$ cat src/rtl/opg_pkg.sv
package opg_pkg;

  typedef enum logic [1:0] {
    OPC_ADD  = 2'd0,
    OPC_SUB  = 2'd1,
    OPC_PASS = 2'd2,
    OPC_MUL  = 2'd3
  } opc_e;

  typedef enum logic [1:0] {
    ST_IDLE,
    ST_GATHER,
    ST_EXEC,
    ST_WB
  } cu_state_e;

  // operations answered in the same cycle the operands arrive
  function automatic logic is_instant(opc_e o);
    return (o == OPC_SUB) || (o == OPC_PASS);
  endfunction

  // port index p must be fetched unless masked or supplied internally
  function automatic logic port_needed(int p, logic masked, logic clr_a, logic use_imm);
    logic internal;
    internal = ((p == 0) && clr_a) || ((p == 1) && use_imm);
    return !masked && !internal;
  endfunction

endpackage

$ cat src/rtl/opg_src_port.sv
module opg_src_port #(
  parameter int W = 16
) (
  input  logic         clk,
  input  logic         rst,
  input  logic         arm,
  input  logic         need,
  input  logic         ack,
  input  logic [W-1:0] din,
  output logic         req,
  output logic         got,
  output logic [W-1:0] val
);

  logic take;
  assign take = req && ack;

  always_ff @(posedge clk) begin
    if (rst) begin
      req <= 1'b0;
      got <= 1'b0;
      val <= '0;
    end else if (arm) begin
      req <= need;
      got <= !need;
      val <= '0;
    end else if (take) begin
      req <= 1'b0;
      got <= 1'b1;
      val <= din;
    end
  end

  p_req_hold_r3: assert property (@(posedge clk) disable iff (rst)
    (req && !ack && !arm) |=> req);

  p_req_origin_r3: assert property (@(posedge clk) disable iff (rst)
    $rose(req) |-> $past(arm && need));

  p_req_drop_r4: assert property (@(posedge clk) disable iff (rst)
    (req && ack) |=> (!req && got && val == $past(din)));

  p_skip_quiet_r5: assert property (@(posedge clk) disable iff (rst)
    (arm && !need) |=> !req);

endmodule

$ cat src/rtl/opg_fu.sv
module opg_fu
  import opg_pkg::*;
#(
  parameter int W       = 16,
  parameter int ADD_LAT = 2,
  parameter int MUL_LAT = 3
) (
  input  logic         clk,
  input  logic         rst,
  input  logic         start,
  input  opc_e         opc,
  input  logic [W-1:0] a,
  input  logic [W-1:0] b,
  input  logic [W-1:0] c,
  output logic         done,
  output logic [W-1:0] res
);

  localparam int MAXL = (ADD_LAT > MUL_LAT) ? ADD_LAT : MUL_LAT;
  localparam int CW   = $clog2(MAXL + 1);

  function automatic logic [W-1:0] calc(opc_e o, logic [W-1:0] x,
                                        logic [W-1:0] y, logic [W-1:0] z);
    logic [2*W-1:0] prod;
    prod = {{W{1'b0}}, x} * {{W{1'b0}}, y};
    case (o)
      OPC_ADD:  return x + y + z;
      OPC_SUB:  return x - y;
      OPC_PASS: return x;
      default:  return prod[W-1:0];
    endcase
  endfunction

  function automatic logic [CW-1:0] wait_of(opc_e o);
    return (o == OPC_ADD) ? CW'(ADD_LAT - 1) : CW'(MUL_LAT - 1);
  endfunction

  logic          run;
  logic [CW-1:0] cnt;
  logic [W-1:0]  res_q;
  logic          instant;
  logic          fast_done;
  logic          slow_done;

  assign instant   = is_instant(opc);
  assign fast_done = start && instant;
  assign slow_done = run && (cnt == '0);

  always_ff @(posedge clk) begin
    if (rst) begin
      run   <= 1'b0;
      cnt   <= '0;
      res_q <= '0;
    end else if (start && !instant) begin
      run   <= 1'b1;
      cnt   <= wait_of(opc);
      res_q <= calc(opc, a, b, c);
    end else if (run) begin
      if (cnt == '0) run <= 1'b0;
      else           cnt <= cnt - 1'b1;
    end
  end

  assign done = fast_done || slow_done;
  assign res  = fast_done ? calc(opc, a, b, c) : res_q;

  p_fu_start_free_r7: assert property (@(posedge clk) disable iff (rst)
    start |-> !run);

  p_fu_finish_r8: assert property (@(posedge clk) disable iff (rst)
    slow_done |=> !run);

endmodule

$ cat src/rtl/opg_wb.sv
module opg_wb #(
  parameter int W = 16
) (
  input  logic         clk,
  input  logic         rst,
  input  logic         load,
  input  logic [W-1:0] din,
  input  logic         ack,
  output logic         req,
  output logic [W-1:0] data,
  output logic         fin
);

  assign fin = req && ack;

  always_ff @(posedge clk) begin
    if (rst) begin
      req  <= 1'b0;
      data <= '0;
    end else if (load) begin
      req  <= 1'b1;
      data <= din;
    end else if (fin) begin
      req <= 1'b0;
    end
  end

  p_wb_load_r8: assert property (@(posedge clk) disable iff (rst)
    load |=> (req && data == $past(din)));

  p_wb_hold_r8: assert property (@(posedge clk) disable iff (rst)
    (req && !ack) |=> (req && $stable(data)));

  p_wb_clear_r9: assert property (@(posedge clk) disable iff (rst)
    (req && ack) |=> !req);

endmodule

$ cat src/rtl/opg_cu_ctrl.sv
module opg_cu_ctrl
  import opg_pkg::*;
#(
  parameter int W       = 16,
  parameter int NSRC    = 3,
  parameter int ADD_LAT = 2,
  parameter int MUL_LAT = 3
) (
  input  logic              clk,
  input  logic              rst,
  input  logic              dispatch_i,
  input  logic [1:0]        op_code_i,
  input  logic              op_neg_a_i,
  input  logic              op_clr_a_i,
  input  logic              op_use_imm_i,
  input  logic [W-1:0]      op_imm_i,
  input  logic [NSRC-1:0]   skip_mask_i,
  output logic              occupied_o,
  output logic [NSRC-1:0]   opnd_req_o,
  input  logic [NSRC-1:0]   opnd_ack_i,
  input  logic [NSRC*W-1:0] opnd_data_i,
  output logic              wb_req_o,
  input  logic              wb_ack_i,
  output logic [W-1:0]      wb_data_o
);

  // operand 0 after optional clear and inversion
  function automatic logic [W-1:0] shape_a(logic [W-1:0] v, logic clr, logic neg);
    logic [W-1:0] x;
    x = clr ? '0 : v;
    return neg ? ~x : x;
  endfunction

  cu_state_e    state_q;
  opc_e         opc_q;
  logic         neg_q;
  logic         clr_q;
  logic         imm_use_q;
  logic [W-1:0] imm_q;

  // named internal events
  logic ev_accept;
  logic ev_all_got;
  logic ev_fu_start;
  logic ev_fu_done;
  logic ev_wb_fin;

  logic [NSRC-1:0] need;
  logic [NSRC-1:0] got;
  logic [W-1:0]    port_val [NSRC];

  logic [W-1:0] fu_a;
  logic [W-1:0] fu_b;
  logic [W-1:0] fu_c;
  logic [W-1:0] fu_res;

  assign ev_accept   = (state_q == ST_IDLE) && dispatch_i;
  assign ev_all_got  = &got;
  assign ev_fu_start = (state_q == ST_GATHER) && ev_all_got;

  for (genvar p = 0; p < NSRC; p++) begin : g_port
    assign need[p] = port_needed(p, skip_mask_i[p], op_clr_a_i, op_use_imm_i);

    opg_src_port #(.W(W)) u_port (
      .clk  (clk),
      .rst  (rst),
      .arm  (ev_accept),
      .need (need[p]),
      .ack  (opnd_ack_i[p]),
      .din  (opnd_data_i[p*W +: W]),
      .req  (opnd_req_o[p]),
      .got  (got[p]),
      .val  (port_val[p])
    );
  end

  assign fu_a = shape_a(port_val[0], clr_q, neg_q);
  assign fu_b = imm_use_q ? imm_q : port_val[1];

  if (NSRC > 2) begin : g_third
    assign fu_c = port_val[2];
  end else begin : g_no_third
    assign fu_c = '0;
  end

  opg_fu #(.W(W), .ADD_LAT(ADD_LAT), .MUL_LAT(MUL_LAT)) u_fu (
    .clk   (clk),
    .rst   (rst),
    .start (ev_fu_start),
    .opc   (opc_q),
    .a     (fu_a),
    .b     (fu_b),
    .c     (fu_c),
    .done  (ev_fu_done),
    .res   (fu_res)
  );

  opg_wb #(.W(W)) u_wb (
    .clk  (clk),
    .rst  (rst),
    .load (ev_fu_done),
    .din  (fu_res),
    .ack  (wb_ack_i),
    .req  (wb_req_o),
    .data (wb_data_o),
    .fin  (ev_wb_fin)
  );

  always_ff @(posedge clk) begin
    if (rst) begin
      state_q   <= ST_IDLE;
      opc_q     <= OPC_ADD;
      neg_q     <= 1'b0;
      clr_q     <= 1'b0;
      imm_use_q <= 1'b0;
      imm_q     <= '0;
    end else begin
      case (state_q)
        ST_IDLE: if (ev_accept) begin
          state_q   <= ST_GATHER;
          opc_q     <= opc_e'(op_code_i);
          neg_q     <= op_neg_a_i;
          clr_q     <= op_clr_a_i;
          imm_use_q <= op_use_imm_i;
          imm_q     <= op_imm_i;
        end
        ST_GATHER: if (ev_fu_start) begin
          state_q <= ev_fu_done ? ST_WB : ST_EXEC;
        end
        ST_EXEC: if (ev_fu_done) begin
          state_q <= ST_WB;
        end
        default: if (ev_wb_fin) begin
          state_q <= ST_IDLE;
        end
      endcase
    end
  end

  assign occupied_o = (state_q != ST_IDLE);

  p_idle_quiet_r1: assert property (@(posedge clk) disable iff (rst)
    !occupied_o |-> (opnd_req_o == '0 && !wb_req_o));

  p_rise_cause_r2: assert property (@(posedge clk) disable iff (rst)
    $rose(occupied_o) |-> $past(dispatch_i));

  p_accept_r2: assert property (@(posedge clk) disable iff (rst)
    (!occupied_o && dispatch_i) |=> occupied_o);

  p_wb_gated_r7: assert property (@(posedge clk) disable iff (rst)
    wb_req_o |-> (opnd_req_o == '0));

  p_busy_hold_r9: assert property (@(posedge clk) disable iff (rst)
    (occupied_o && !(wb_req_o && wb_ack_i)) |=> occupied_o);

  p_busy_end_r9: assert property (@(posedge clk) disable iff (rst)
    (wb_req_o && wb_ack_i) |=> (!occupied_o && !wb_req_o));

endmodule

$ cat config.mk
export PLATFORM = sky130hd
export DESIGN_NAME = opg_cu_ctrl
export DESIGN_NICKNAME = d
export VERILOG_FILES = /design/src/rtl/opg_pkg.sv /design/src/rtl/opg_src_port.sv /design/src/rtl/opg_fu.sv /design/src/rtl/opg_wb.sv /design/src/rtl/opg_cu_ctrl.sv
export SDC_FILE = /design/constraint.sdc
export NUM_CORES = 1
export LEC_CHECK = 0
export BUFFER_PORTS_ARGS = -buffer_cell sky130_fd_sc_hd__buf_4
export CAP_MARGIN = 20
export CORE_MARGIN = 4
export CORE_UTILIZATION = 50
export CTS_CLUSTER_SIZE = 24
export DETAILED_ROUTE_END_ITERATION = 12
export PLACE_DENSITY = 0.72
export SLEW_MARGIN = 20
export SYNTH_ARGS = -nofsm -noshare
export SYNTH_HDL_FRONTEND = slang
export SYNTH_SLANG_ARGS = --single-unit
$ cat constraint.sdc
create_clock -name clk -period 6.8 [get_ports clk]
set_input_delay 1.02 -clock clk [delete_from_list [all_inputs] [get_ports clk]]
set_output_delay 1.02 -clock clk [all_outputs]
set_load 0.02 [all_outputs]
==> flow_metrics.tcl <==
set metrics [dict create \
    avgSynthCellArea_um2 8.054 \
    rows 53 \
    first_pass_iters 5 \
    max_cap_violations 0 \
    clk_pin_slew_ps 60 \
    design.die.area_um2 24220 \
    yosysUniqueCellTypes 73 \
    dp_hpwl_um 25530 \
    status "finished clean" \
    grt_setup_unrepaired "false" \
    core_area_um2 21220 \
    cp_max_fo 19 \
    drt_iter0_drc 818 \
    synthMuxAreaShare_pct 2.319 \
    route.vias.total 9643 \
    via_per_inst 5.529 \
    synthFlopType "dfxtp_1" \
    finalCriticalPeriod_ps 6518 \
    synth_top_family_by_area "adder cells" \
    slowest_delay_ps 610 \
    cts_tree "built" \
    cts_setup_buffers 0 \
    ios 100 \
    worstPathCellList "nand2b_1 -> xnor2_1 -> inv_2 -> ha_1 -> inv_1 -> fa_1 -> fa_1 -> inv_1 -> ha_1 -> fa_1 -> inv_1 -> fa_1 -> fa_1 -> inv_1 -> ha_1 -> o21ai_0 -> nand2b_1 -> and4_1 -> a221o_1 -> a21o_1 -> a21oi_1 -> xnor2_1 -> and3_1 -> a2111oi_4" \
    synth-simple-area-share_pct 17.64 \
    fmax_mhz 153.4 \
    slowest_stage "xnor2_1" \
    antenna_found_initial 0 \
    cts_root_buf "clkbuf_16" \
    post_drt_wl_per_cell_um 18.52 \
    fin_skew_ps 8.749 \
    grt_pass1_vias 9663 \
    synth-xor-area-share_pct 6.453 \
    worstPathArrival_ps 6830 \
    synth_edf_count 0 \
    slew_headroom_pct 28.53 \
    n_fill_cell 1957 \
    internal_power_mw 1.660 \
    critPathRequiredTime_ps 7110 \
    swShare_pct 38.06 \
    power.density_nw_per_um2 211.6 \
    die_x_um 155.6 \
    ys_ff_latch 113 \
    combPwrFrac_pct 40.7 \
    p_total_mw 2.680 \
    tns_ps 0 \
    max_slew.worst_pin.slew_ps 1068 \
    leakage_nw 5.677 \
    numCtsBuffers 17 \
    grt_max_degree 68 \
    start_util_pct 51.35 \
    switchingPower_mw 1.020 \
    synth_compound_area_share_pct 15.00 \
    ant_nets 0 \
    multi_input_area_um2 7734 \
    clk-insertion-delay-late_ps 410 \
    wl_um 32300 \
    antennaDiodeCount 0 \
    die_height_um 155.6 \
    slew_viol_final 0 \
    finalSetupViolCount 0 \
    drc 0 \
    drive_gt1_share_pct 13.82 \
    start_kind "register" \
    seqCellArea_um2 2265 \
    htreeDepth 4 \
    finalNetCount 1733 \
    netlist_instances 1353 \
    peakVddDrop_uv 312.5 \
    gp_congestion 0.9621 \
    hold_path.class "register to register" \
    gr-total-overflow 0 \
    cts_sinks 113 \
    io_buffers 99 \
    seqPwrFrac_pct 27.4 \
    async_flop_share_pct 0 \
    path_class "register to register" \
    syn-cell-area_um2 10900 \
    grt_use_total_pct 26.78 \
    synth_fa_ha_area_share_pct 29.42 \
    grt_pass1_wl_um 51100 \
    p_clk_share_pct 31.9 \
    cpMostUsedCell "fa_1" \
    area_growth_pct 16.22 \
    cp-end-kind "register" \
    synth-seq-area-share_pct 20.76 \
    hold_viol 0 \
    synth_nets 1630 \
    cts.path.max_buffers 2 \
    yosysWarningCount 0 \
    period_share_pct 95.85 \
]
-- timing repair --
action / CTS / global route
endpoints found under the setup margin: 0 / 3
endpoints found under the hold margin: 0 / 0
hold buffers: 0 / 0
resized for setup: 0 / 6
-- placed cells by master (no fill, tap or decap), types with 17 or more instances in the layout --
cell type  instances
nor2_1           105
nand2b_1          20
xnor2_1           60
nand2_1          254
inv_1            174
nand3_1           18
fa_1              97
clkbuf_16         17
buf_4            136
a21oi_1          121
dfxtp_1          111
ha_1             101
o21ai_0           30
-- critical path: cells and delay by family, from the launching register on --
| kind | cells | cell delay [ps] |
|---|---|---|
| and+or+nand+nor | 4 | 730 |
| DFF | 1 | 400 |
| xor gates and xnor gates | 2 | 720 |
| adders and majority gates | 8 | 2910 |
| AOI/OAI and AO/OA | 5 | 1120 |
| buffers and inverters | 5 | 540 |
-- sequential cells by signal, summed over array words and instances, names as in the netlist, 2 cells and up --
name,cells
g_port.u_port.got,3
g_port.u_port.req,3
g_port.u_port.val,48
u_wb.data,16
u_fu.cnt,2
u_fu.res_q,16
state_q,2
opc_q,2
imm_q,16
-- power groups by stage --
stage	combinational (mW)	sequential, mW	clock [mW]
final	1.09	0.735	0.854
after global routing	1.18	0.741	0.899
after CTS	1.07	0.735	0.863
after detailed placement	1.07	0.748	0
after global placement	1.05	0.746	0
after floorplan	0.739	0.736	0
-- layer usage --
layer  vias up  global-route usage, %  share of wire, %
li1       4595                      -                 -
met1      4640                  35.96                44
met2       354                  44.19                47
met3        54                  3.883               6.0
met4         0                  9.837               3.3
met5         -                      0                 0
-- final cells by class --
class                   instances  share of cell area, %
clock inverters                11                 0.9089
inverters                     182                  5.414
multi-input cells            1003                  61.07
repair buffers                139                  8.536
flip-flops and latches        113                  17.88
well taps                     275                  2.717
clock buffers                  21                  3.478
-- stage by stage --
stage	util, %	instance area (um2)	std cells	worst slack (ps)	hold slack, ps
3_5_place_dp	56.98	12090	1712	202.5	444.4
2_1_floorplan	-	10900	1353	339.6	431.8
6_report	59.68	12660	1744	282.0	449.9
5_1_grt	59.68	12660	1744	12.29	468.3
3_3_place_gp	56.98	12090	1712	297.1	439.5
4_1_cts	59.59	12650	1744	186.7	452.6
-- kinds of logic (layout without fill, tap and decap cells) --
group           count (synthesis)  in the layout
buf+inv                       237            353
mux                            23             23
compound gates                250            250
flops                         113            113
fa+ha+maj                     198            198
xor+xnor                       77             77
simple gates                  455            455
-- synth_stat cells, drive strengths merged, types with 2 or more instances --
library cell	n	area, um2
xnor2	62	543.0
a21boi	2	15.01
a2111oi	3	82.58
o21ai	31	158.9
or3	4	25.02
nor2b	12	75.07
a41o	2	20.02
a32oi	3	26.28
o21a	2	15.01
a222oi	6	60.06
ha	101	1264
o22ai	2	12.51
o211ai	2	15.01
fa	97	1942
inv	177	666.9
nor3	12	60.06
a221oi	5	50.04
dfxtp	113	2262
clkbuf	43	161.4
a21oi	121	605.6
nor2	105	394.1
nand2b	20	125.1
a311oi	12	105.1
nand3b	4	30.03
or2	3	18.78
a31oi	9	62.56
a221o	3	30.03
and3	7	43.79
mux2	15	172.7
a211oi	13	97.59
xnor3	2	46.29
o21bai	5	37.54
xor2	13	113.9
buf	12	70.06
and2	9	56.30
mux2i	8	80.08
a21o	14	105.1
nand2	255	959.7
nor4	2	12.51
nand3	18	90.09
clkinv	5	18.77
-- final timing paths --
kind	cells past startpoint	start	slack (ps)	end
max	24	clr_q	280	u_wb.data[15]
min	2	imm_q[10]	450	imm_q[10]
max reg2reg	24	clr_q	280	u_wb.data[15]
min reg2reg	2	imm_q[10]	450	imm_q[10]
No activity file was read; power rests on OpenSTA's default activity.
